--- config.mk ---
export PLATFORM = sky130hd
export DESIGN_NAME = qw_burst_planner
export DESIGN_NICKNAME = d
export VERILOG_FILES = /design/src/rtl/qw_burst_pkg.sv /design/src/rtl/qw_span_calc.sv /design/src/rtl/qw_edge_mask.sv /design/src/rtl/qw_run_step.sv /design/src/rtl/qw_burst_planner.sv
export SDC_FILE = /design/constraint.sdc
export NUM_CORES = 1
export LEC_CHECK = 0
export ABC_AREA = 1
export CAP_MARGIN = 20
export CELL_PAD_IN_SITES_DETAIL_PLACEMENT = 1
export CELL_PAD_IN_SITES_GLOBAL_PLACEMENT = 1
export CORE_MARGIN = 2
export CORE_UTILIZATION = 35
export DETAILED_ROUTE_END_ITERATION = 12
export PLACE_DENSITY = 0.75
export SLEW_MARGIN = 20
export SYNTH_ARGS = -nofsm -noshare
export SYNTH_HDL_FRONTEND = slang
export SYNTH_SLANG_ARGS = --single-unit
--- constraint.sdc ---
create_clock -name clk -period 4.1 [get_ports clk]
set_input_delay 1.23 -clock clk [delete_from_list [all_inputs] [get_ports clk]]
set_output_delay 1.23 -clock clk [all_outputs]
set_load 0.02 [all_outputs]
--- src/rtl/qw_burst_pkg.sv ---
package qw_burst_pkg;
  typedef enum logic [1:0] {
    PL_IDLE  = 2'd0,
    PL_SCAN  = 2'd1,
    PL_ISSUE = 2'd2,
    PL_DONE  = 2'd3
  } plan_state_e;
endpackage

--- src/rtl/qw_span_calc.sv ---
// Derives quadword geometry of a command: first aligned quadword,
// quadword count and the byte offsets at both ends.
module qw_span_calc #(
  parameter int ADDR_W = 32,
  parameter int LEN_W  = 12,
  parameter int QI_W   = LEN_W - 2
) (
  input  logic [ADDR_W-1:0] addr,
  input  logic [LEN_W-1:0]  bytes,
  output logic [ADDR_W-4:0] base_qw,
  output logic [QI_W-1:0]   nqw,
  output logic [2:0]        head_off,
  output logic [2:0]        tail_off
);
  localparam int SUM_W = LEN_W + 2;
  logic [SUM_W-1:0] span_end;
  logic [SUM_W-1:0] last_byte;

  always_comb begin
    base_qw   = addr[ADDR_W-1:3];
    head_off  = addr[2:0];
    span_end  = SUM_W'(addr[2:0]) + SUM_W'(bytes) + SUM_W'(7);
    last_byte = SUM_W'(addr[2:0]) + SUM_W'(bytes) - SUM_W'(1);
    nqw       = QI_W'(span_end >> 3);
    tail_off  = last_byte[2:0];
  end
endmodule

--- src/rtl/qw_edge_mask.sv ---
// Combines the byte range of the command with the buffer byte enables
// for the quadword under inspection and reports whether it is full.
module qw_edge_mask #(
  parameter int QI_W = 10
) (
  input  logic [QI_W-1:0] cur,
  input  logic [QI_W-1:0] nqw,
  input  logic [2:0]      head_off,
  input  logic [2:0]      tail_off,
  input  logic [7:0]      be_in,
  output logic            is_last,
  output logic            is_full
);
  logic [2:0] lo;
  logic [2:0] hi;
  logic [7:0] range_m;

  always_comb begin
    is_last = (cur == nqw - QI_W'(1));
    lo      = (cur == '0) ? head_off : 3'd0;
    hi      = is_last ? tail_off : 3'd7;
  end

  for (genvar b = 0; b < 8; b++) begin : g_byte
    assign range_m[b] = (3'(b) >= lo) && (3'(b) <= hi);
  end

  assign is_full = ((range_m & be_in) == 8'hFF);
endmodule

--- src/rtl/qw_run_step.sv ---
// One scan step: extends, closes or breaks the current run of full
// quadwords and tells whether a request is ready to be issued.
module qw_run_step #(
  parameter int QI_W = 10,
  parameter int RL_W = 4
) (
  input  logic [QI_W-1:0] cur,
  input  logic [QI_W-1:0] run_start,
  input  logic [RL_W-1:0] run_len,
  input  logic            is_full,
  input  logic            is_last,
  input  logic            seg_last,
  output logic            emit,
  output logic [QI_W-1:0] emit_start,
  output logic [RL_W-1:0] emit_len,
  output logic            emit_partial,
  output logic            advance,
  output logic [QI_W-1:0] nxt_start,
  output logic [RL_W-1:0] nxt_len
);
  logic [QI_W-1:0] t_start;
  logic [RL_W-1:0] t_len;

  always_comb begin
    t_start      = (run_len == '0) ? cur : run_start;
    t_len        = run_len + RL_W'(1);
    emit         = 1'b0;
    emit_start   = cur;
    emit_len     = RL_W'(1);
    emit_partial = 1'b0;
    advance      = 1'b1;
    nxt_start    = run_start;
    nxt_len      = '0;
    if (!is_full) begin
      emit = 1'b1;
      if (run_len != '0) begin
        emit_start = run_start;
        emit_len   = run_len;
        advance    = 1'b0;
      end else begin
        emit_partial = 1'b1;
      end
    end else if (seg_last || is_last) begin
      emit       = 1'b1;
      emit_start = t_start;
      emit_len   = t_len;
    end else begin
      nxt_start = t_start;
      nxt_len   = t_len;
    end
  end
endmodule

--- src/rtl/qw_burst_planner.sv ---
module qw_burst_planner
  import qw_burst_pkg::*;
#(
  parameter int ADDR_W = 32,
  parameter int LEN_W  = 12,
  parameter int SEG_QW = 8,
  parameter int QI_W   = LEN_W - 2,
  parameter int RL_W   = $clog2(SEG_QW) + 1
) (
  input  logic              clk,
  input  logic              rst_n,
  input  logic              cmd_valid,
  output logic              cmd_ready,
  input  logic [ADDR_W-1:0] cmd_addr,
  input  logic [LEN_W-1:0]  cmd_bytes,
  output logic [QI_W-1:0]   be_qidx,
  input  logic [7:0]        be_mask,
  input  logic [QI_W-1:0]   fill_qw,
  output logic              req_valid,
  input  logic              req_ready,
  output logic [ADDR_W-1:0] req_addr,
  output logic [RL_W-1:0]   req_len,
  output logic              req_partial,
  output logic              done
);
  localparam int SEG_LOG = $clog2(SEG_QW);
  localparam int QA_W    = ADDR_W - 3;

  plan_state_e state;

  logic [QA_W-1:0] base_r;
  logic [QI_W-1:0] nqw_r;
  logic [2:0]      head_r, tail_r;
  logic [QI_W-1:0] cur;
  logic [QI_W-1:0] run_start;
  logic [RL_W-1:0] run_len;
  logic [QI_W-1:0] rq_start;
  logic [RL_W-1:0] rq_len;
  logic            rq_partial;

  logic [QA_W-1:0] c_base;
  logic [QI_W-1:0] c_nqw;
  logic [2:0]      c_head, c_tail;

  qw_span_calc #(.ADDR_W(ADDR_W), .LEN_W(LEN_W), .QI_W(QI_W)) u_span (
    .addr(cmd_addr), .bytes(cmd_bytes), .base_qw(c_base),
    .nqw(c_nqw), .head_off(c_head), .tail_off(c_tail)
  );

  logic is_last, is_full, seg_last;
  logic [QA_W-1:0] cur_abs;

  qw_edge_mask #(.QI_W(QI_W)) u_mask (
    .cur(cur), .nqw(nqw_r), .head_off(head_r), .tail_off(tail_r),
    .be_in(be_mask), .is_last(is_last), .is_full(is_full)
  );

  always_comb begin
    cur_abs  = base_r + QA_W'(cur);
    seg_last = &cur_abs[SEG_LOG-1:0];
  end

  logic            emit, emit_partial, advance;
  logic [QI_W-1:0] emit_start, nxt_start;
  logic [RL_W-1:0] emit_len, nxt_len;

  qw_run_step #(.QI_W(QI_W), .RL_W(RL_W)) u_step (
    .cur(cur), .run_start(run_start), .run_len(run_len),
    .is_full(is_full), .is_last(is_last), .seg_last(seg_last),
    .emit(emit), .emit_start(emit_start), .emit_len(emit_len),
    .emit_partial(emit_partial), .advance(advance),
    .nxt_start(nxt_start), .nxt_len(nxt_len)
  );

  logic [QI_W:0] rq_end;
  logic          data_ok;

  always_comb begin
    rq_end      = (QI_W+1)'(rq_start) + (QI_W+1)'(rq_len);
    data_ok     = ((QI_W+1)'(fill_qw) >= rq_end);
    cmd_ready   = (state == PL_IDLE);
    done        = (state == PL_DONE);
    req_valid   = (state == PL_ISSUE) && data_ok;
    req_addr    = {base_r + QA_W'(rq_start), 3'b000};
    req_len     = rq_len;
    req_partial = rq_partial;
    be_qidx     = cur;
  end

  always_ff @(posedge clk) begin
    if (!rst_n) begin
      state      <= PL_IDLE;
      base_r     <= '0;
      nqw_r      <= '0;
      head_r     <= '0;
      tail_r     <= '0;
      cur        <= '0;
      run_start  <= '0;
      run_len    <= '0;
      rq_start   <= '0;
      rq_len     <= '0;
      rq_partial <= 1'b0;
    end else begin
      unique case (state)
        PL_IDLE: begin
          if (cmd_valid) begin
            base_r  <= c_base;
            nqw_r   <= c_nqw;
            head_r  <= c_head;
            tail_r  <= c_tail;
            cur     <= '0;
            run_len <= '0;
            state   <= (cmd_bytes == '0) ? PL_DONE : PL_SCAN;
          end
        end
        PL_SCAN: begin
          if (advance) cur <= cur + QI_W'(1);
          run_start <= nxt_start;
          run_len   <= nxt_len;
          if (emit) begin
            rq_start   <= emit_start;
            rq_len     <= emit_len;
            rq_partial <= emit_partial;
            state      <= PL_ISSUE;
          end
        end
        PL_ISSUE: begin
          if (req_valid && req_ready)
            state <= (rq_end == (QI_W+1)'(nqw_r)) ? PL_DONE : PL_SCAN;
        end
        PL_DONE: state <= PL_IDLE;
        default: state <= PL_IDLE;
      endcase
    end
  end
endmodule

==> metrics.txt, run 1 <==
nets approximately 1300; Crit. End Element primary output; skew final between 0.004 and 0.005 ns; vias per cell 5.02; htree depth 3; initial core utilization 35.7%; Area contributors post-synth dfxtp_1 (27%), nand2_1 (14%), nor2_1 (7.4%); Slowest-stage cell, CP dlygate4sd2_1; vias in the first global route about 7100; Seq cells post-synth 86; post-synthesis sequential area ratio 26.8%; Cell variety after synth 46; fin crit period 3.99 ns; worst path cell trace buf_4 > ha_4 > nand3_1 > nand3_1 > a21oi_1 > o21bai_1 > nand2_1 > nand2_1 > nand2_1 > nand2_2 > nand4_1 > xor2_1 > dlygate4sd2_1; Chip Height 139 um; GP Congestion 0.876; dpl ws -0.561 ns; Skew-Pair Late Insertion Delay 0.35 ns; Global Route Usage Sum 22.5%; ys async rst share 0%; highest clock rate 251 MHz; crit share post-route 97.2%; clock buffer count from CTS 9; Synth Flop Type dfxtp_1; Die Area a little under 20000 um^2; CP required 2.87 ns; first-pass GRT wire length 35400 um; area post-placement 8030 um^2; Die Wd 139 um; CP Class reg -> out; share of cells above drive strength 1 13.2%; CTS tree yes; Synth warnings 0; Worst Path Buf+Inv 2; HP Class reg -> reg; Arrival @ worst endpoint 2.76 ns; outcome finished, final reports clean; dpl hpwl 17100 um; count of antenna-violating nets left after detailed routing 0; final instance area between 8000 and 9000 um^2; # diodes 0; Slew @ Worst Pin 0.655 ns; EDFF count, synth 0; final setup vio count 0; maximum vdd drop between 0.2 and 0.25 mV; clk buf depth 2; initial antenna violation count 0; DR pass1 iterations 4; share of the synthesized area in the top cell type 26.8%; Post-Route WL 22100 um; mapped cell area 6410 um^2; setup_tns 0 ns; leakage 3.88 nW; via count 6954; pins over their slew limit 0; core area 18000 um^2; drt drc 0; root buf cell clkbuf_16; starting DRC count in detailed routing 362; Pwr per Cell Area 379 nW/um^2; Port Buffers between 100 and 150; count leader, synth nand2_1; pin count of the biggest net entering global routing 54; Hold Fails Final Rpt 0; Critical Path Most Common Cell nand2_1; Gate Count Post-Synth roughly 1000; WL/cell 15.9 um; Clock Sinks 86; Commonest cells post-synth nand2_1 (237), nor2_1 (127), inv_1 (119), dfxtp_1 (86), nand3_1 (78); mean area per synthesized cell approximately 6.4 um^2; # IOs 116; Clk pin slew, worst setup/hold paths 0.06 ns; GRT overflow 0; max cap viols 0; CP startpoint kind flop; synthesis-to-layout area growth 32.0%; Cell Rows 49; Worst slew margin around 56%; critical path's top delay family simple AND/OR/NAND/NOR gates; Setup WS post-layout 0.115 ns; Critical Path Max Stage Delay 0.37 ns; CP max FO 5; final core occ 47.1%; Synth area leader dfxtp_1
routing by layer:
metal	GRT usage [%]	vias to the layer above	wire length [um]
li1	-	3524	-
met1	29.7	3313	10200
met2	38.6	101	10800
met3	2.92	16	681
met4	6.33	0	347
met5	0	-	0
tightest hold or removal path: stages (launching register included):
cell     delay, ns
dfxtp_1       0.31
nand2_1       0.06
a21oi_1       0.05
cells by family after synthesis:
logic type	count (synthesis)	synth area share (%)
and+or+nand+nor	529	36.7
buffers and inverters	162	9.99
AOI/OAI and AO/OA	144	11.9
DFF	86	26.8
xor gates and xnor gates	49	6.69
adders and majority gates	38	7.88
other	1	0.0585
metrics by stage:
| stage | hold WS [ns] | power (mW) | instances |
|---|---|---|---|
| finish | 0.460 | 3.21 | 1386 |
| CTS | 0.462 | 3.17 | 1382 |
| global route | 0.490 | 3.42 | 1386 |
| global placement | 0.444 | 2.31 | 1366 |
| floorplan | 0.435 | 1.80 | 1011 |
| detailed placement | 0.452 | 2.35 | 1366 |
cell usage in the layout, fill, tap and decap left out, types with 11 or more instances in the layout:
| master | instances |
|---|---|
| a21oi_1 | 64 |
| nand2_2 | 11 |
| nand4_1 | 17 |
| nand2_1 | 229 |
| clkdlybuf4s50_1 | 87 |
| ha_1 | 28 |
| inv_1 | 118 |
| nor2_1 | 123 |
| nand3_1 | 75 |
| nor3_1 | 17 |
| o21ai_0 | 61 |
| or2_2 | 11 |
| dfxtp_1 | 83 |
| buf_4 | 54 |
| nor2_2 | 11 |
| xor2_1 | 39 |
path summary, 6_finish.rpt:
| path | to | depth (start not counted) | slack (ns) | from |
|---|---|---|---|---|
| worst max-delay path | req_addr[18] | 13 | 0.11 | rq_start[2] |
| worst min-delay path | run_start[9] | 2 | 0.46 | run_start[9] |
| worst max register to register | be_qidx[1] | 15 | 1.46 | nqw_r[1] |
| worst min register to register | run_start[9] | 2 | 0.46 | run_start[9] |
power by group:
group	leakage, nW	total (mW)	internal, mW	switching (mW)
sequential	0.707	1.05	0.934	0.112
clock	0.137	0.833	0.472	0.361
combinational	3.04	1.33	0.550	0.782
total	3.88	3.21	1.96	1.26
state kept, by name (all words and copies together) (netlist names):
name	count
base_r	29
state	2
rq_start	10
req_len	4
run_len	4
req_partial	1
tail_r	3
nqw_r	10
be_qidx	10
run_start	10
head_r	3
final cells by class:
type	instances	area, um^2
Fill cell	2381	9500
Multi-Input combinational cell	763	4230
Sequential cell	86	1730
Timing Repair Buffer	162	1450
Inverter	130	490
Tap cell	229	287
Clock buffer	12	236
Clock inverter	4	47.5
repair_timing:
item | 4_1_cts | 5_1_grt
endpoints found under the setup margin | 22 | 20
buffers inserted | 0 | 4
hold buffers | 0 | 0
gates resized for setup | 54 | 56
pin swaps | 2 | 15
(Power assumes the default switching activity.)
==> run 2: changes to the inputs <==
CTS_CLUSTER_DIAMETER = 120   (was unset)
==> results of run 2 <==
The final DEF is identical to that of run 1; final timing and power are the same.
==> run 3: changes to the inputs <==
CORE_ASPECT_RATIO = 0.6   (was unset)
DONT_BUFFER_PORTS = 1   (was unset)
PLACE_DENSITY = 0.63   (was 0.75)
==> metrics.txt, run 3 (same netlist as run 1, synthesis figures left out) <==
Hold Fails Final Rpt 0 (unchanged); starting DRC count in detailed routing 356 (-1.7%); pin count of the biggest net entering global routing 55 (+1.9%); crit share post-route 96.8% (-0.40 points); Slowest-stage cell, CP fa_2; # diodes 0 (unchanged); Critical Path Most Common Cell nand2_1; outcome finished, final reports clean; most flop-heavy register base_r; GRT overflow 0 (unchanged); Critical Path Max Stage Delay 0.42 ns (+0.05 ns); CP required 2.87 ns (about the same); count of antenna-violating nets left after detailed routing 0 (unchanged); initial core utilization 35.6% (-0.11 points); maximum vdd drop 0.222 mV (-8.1%); max cap viols 0 (unchanged); Slew @ Worst Pin 0.800 ns (+0.145 ns); WL/cell 17.1 um (+7.2%); RSZ-0062 raised after global routing yes; CP Class reg -> out; nets 1114 (-11%); HP Class reg -> reg; dpl hpwl 17100 um (-0.44%); first-pass GRT wire length 33700 um (-4.9%); routed wire length on met3 1060 um (+56%); GP Congestion 0.849 (-3.1%); dpl ws 0.260 ns (+0.821 ns); initial antenna violation count 0 (unchanged); final core occ 40.2% (-6.9 points); Die Area 19500 um^2 (+0.18%); drt drc 0 (unchanged); clock buffer count from CTS 9 (unchanged); final instance area 7240 um^2 (-14%); DR pass1 iterations 4 (unchanged); worst path cell trace ha_4 > fa_2 > nand3_4 > nand2_4 > nand4_1 > nand2_2 > ha_4 > nand2_2 > o21a_1 > nand2_1 > nand2_1 > nand3_1 > nand2_1 > a21boi_1 > buf_4; synthesis-to-layout area growth 12.9%; core area 18000 um^2 (+0.31%); Clock Sinks 86 (unchanged); DR top layer met4; Port Buffers 0 (-100%); # IOs 116 (unchanged); commonest non-fill, non-tap cells in the layout nand2_1 (229), nor2_1 (123), inv_1 (119), dfxtp_1 (83), nand3_1 (76); Setup WS post-layout 0.131 ns (+0.0164 ns); Post-Route M1 WL 11600 um (+14%); Crit. End Element primary output; Post-Route WL 21400 um (-2.9%); FILL cells 2388 (+0.29%); vias in the first global route 6217 (-13%); Worst slew margin 46.6% (-9.7 points); vias per cell 5.01 (-0.19%); root buf cell clkbuf_16; Die Wd 179 um (+28%); most common cell after layout, fill and taps aside nand2_1; fin crit period 3.97 ns (-0.0164 ns); Clk pin slew, worst setup/hold paths 0.07 ns (about the same); Chip Height 109 um (-22%); htree depth 3 (unchanged); CP startpoint kind flop; Pwr per Cell Area 411 nW/um^2 (+8.3%); pins over their slew limit 0 (unchanged); via count 6285 (-9.6%); highest clock rate 252 MHz (+0.41%); Arrival @ worst endpoint 2.74 ns (-0.02 ns); skew final 0.0103 ns (+0.00572 ns); final setup vio count 0 (unchanged); clk buf depth 2 (unchanged); share of cells above drive strength 1 11.4% (-1.8 points); met2 WL 8570 um (-21%); cts hold-fix bufs 0 (unchanged); Global Route Usage Sum 22.7% (+0.14 points); Largest register FFs 29 (unchanged); leakage 3.26 nW (-16%); Cell Rows 38 (-22%); CP max FO 4 (-1); CTS tree yes; area post-placement 6700 um^2 (-17%); Skew-Pair Late Insertion Delay 0.35 ns (about the same)
[run 3: what timing repair did]
item / in CTS / in global routing
endpoints found under the hold margin: 0 / 0
gates resized for setup: 10 / 36
setup endpoints to repair: 2 / 9
buffers inserted: 0 / 3
pin swaps: 0 / 9
[run 3: metal layers]
metal | vias up | GRT usage [%]
li1 | 3230 | -
met1 | 2935 | 34.6
met2 | 108 | 32.7
met3 | 12 | 4.53
met4 | 0 | 3.95
met5 | - | 0
[run 3: critical path: cells and delay by family (launching register included)]
| kind | cells | cell delay [ns] |
|---|---|---|
| DFF | 1 | 0.36 |
| adders and majority gates | 3 | 0.87 |
| and+or+nand+nor | 9 | 0.68 |
| AOI/OAI and AO/OA | 2 | 0.30 |
| buffers and inverters | 1 | 0.16 |
[run 3: per-stage QoR]
stage / TNS [ns] / total power, mW / hold WS (ns) / cells
final: 0 / 2.98 / 0.460 / 1255
after global placement: 0 / 2.06 / 0.449 / 1236
after floorplan: 0 / 1.80 / 0.435 / 1011
after detailed placement: 0 / 2.07 / 0.454 / 1236
after CTS: 0 / 2.95 / 0.464 / 1252
after global routing: -0.0428 / 3.19 / 0.477 / 1255
[run 3: cell type report]
class	count	area, um^2	area share, %
clock buffers	9	225	3.11
flip-flops and latches	86	1730	23.9
clock inverters	7	72.6	1.00
well taps	240	300	4.15
multi-input cells	763	4270	59.0
inverters	130	490	6.77
repair buffers	20	150	2.07
[run 3: final timing paths]
| check | from | to | slack [ns] | cells past startpoint |
|---|---|---|---|---|
| worst min register to register | run_start[3] | run_start[3] | 0.46 | 2 |
| worst min-delay path | run_start[3] | run_start[3] | 0.46 | 2 |
| worst max register to register | be_qidx[0] | run_start[5] | 1.34 | 11 |
| worst max-delay path | rq_start[0] | req_valid | 0.13 | 15 |
[run 3: report_power, final]
part           switching (mW)  internal, mW
combinational           0.707         0.343
clock                   0.387         0.475
sequential              0.130         0.933
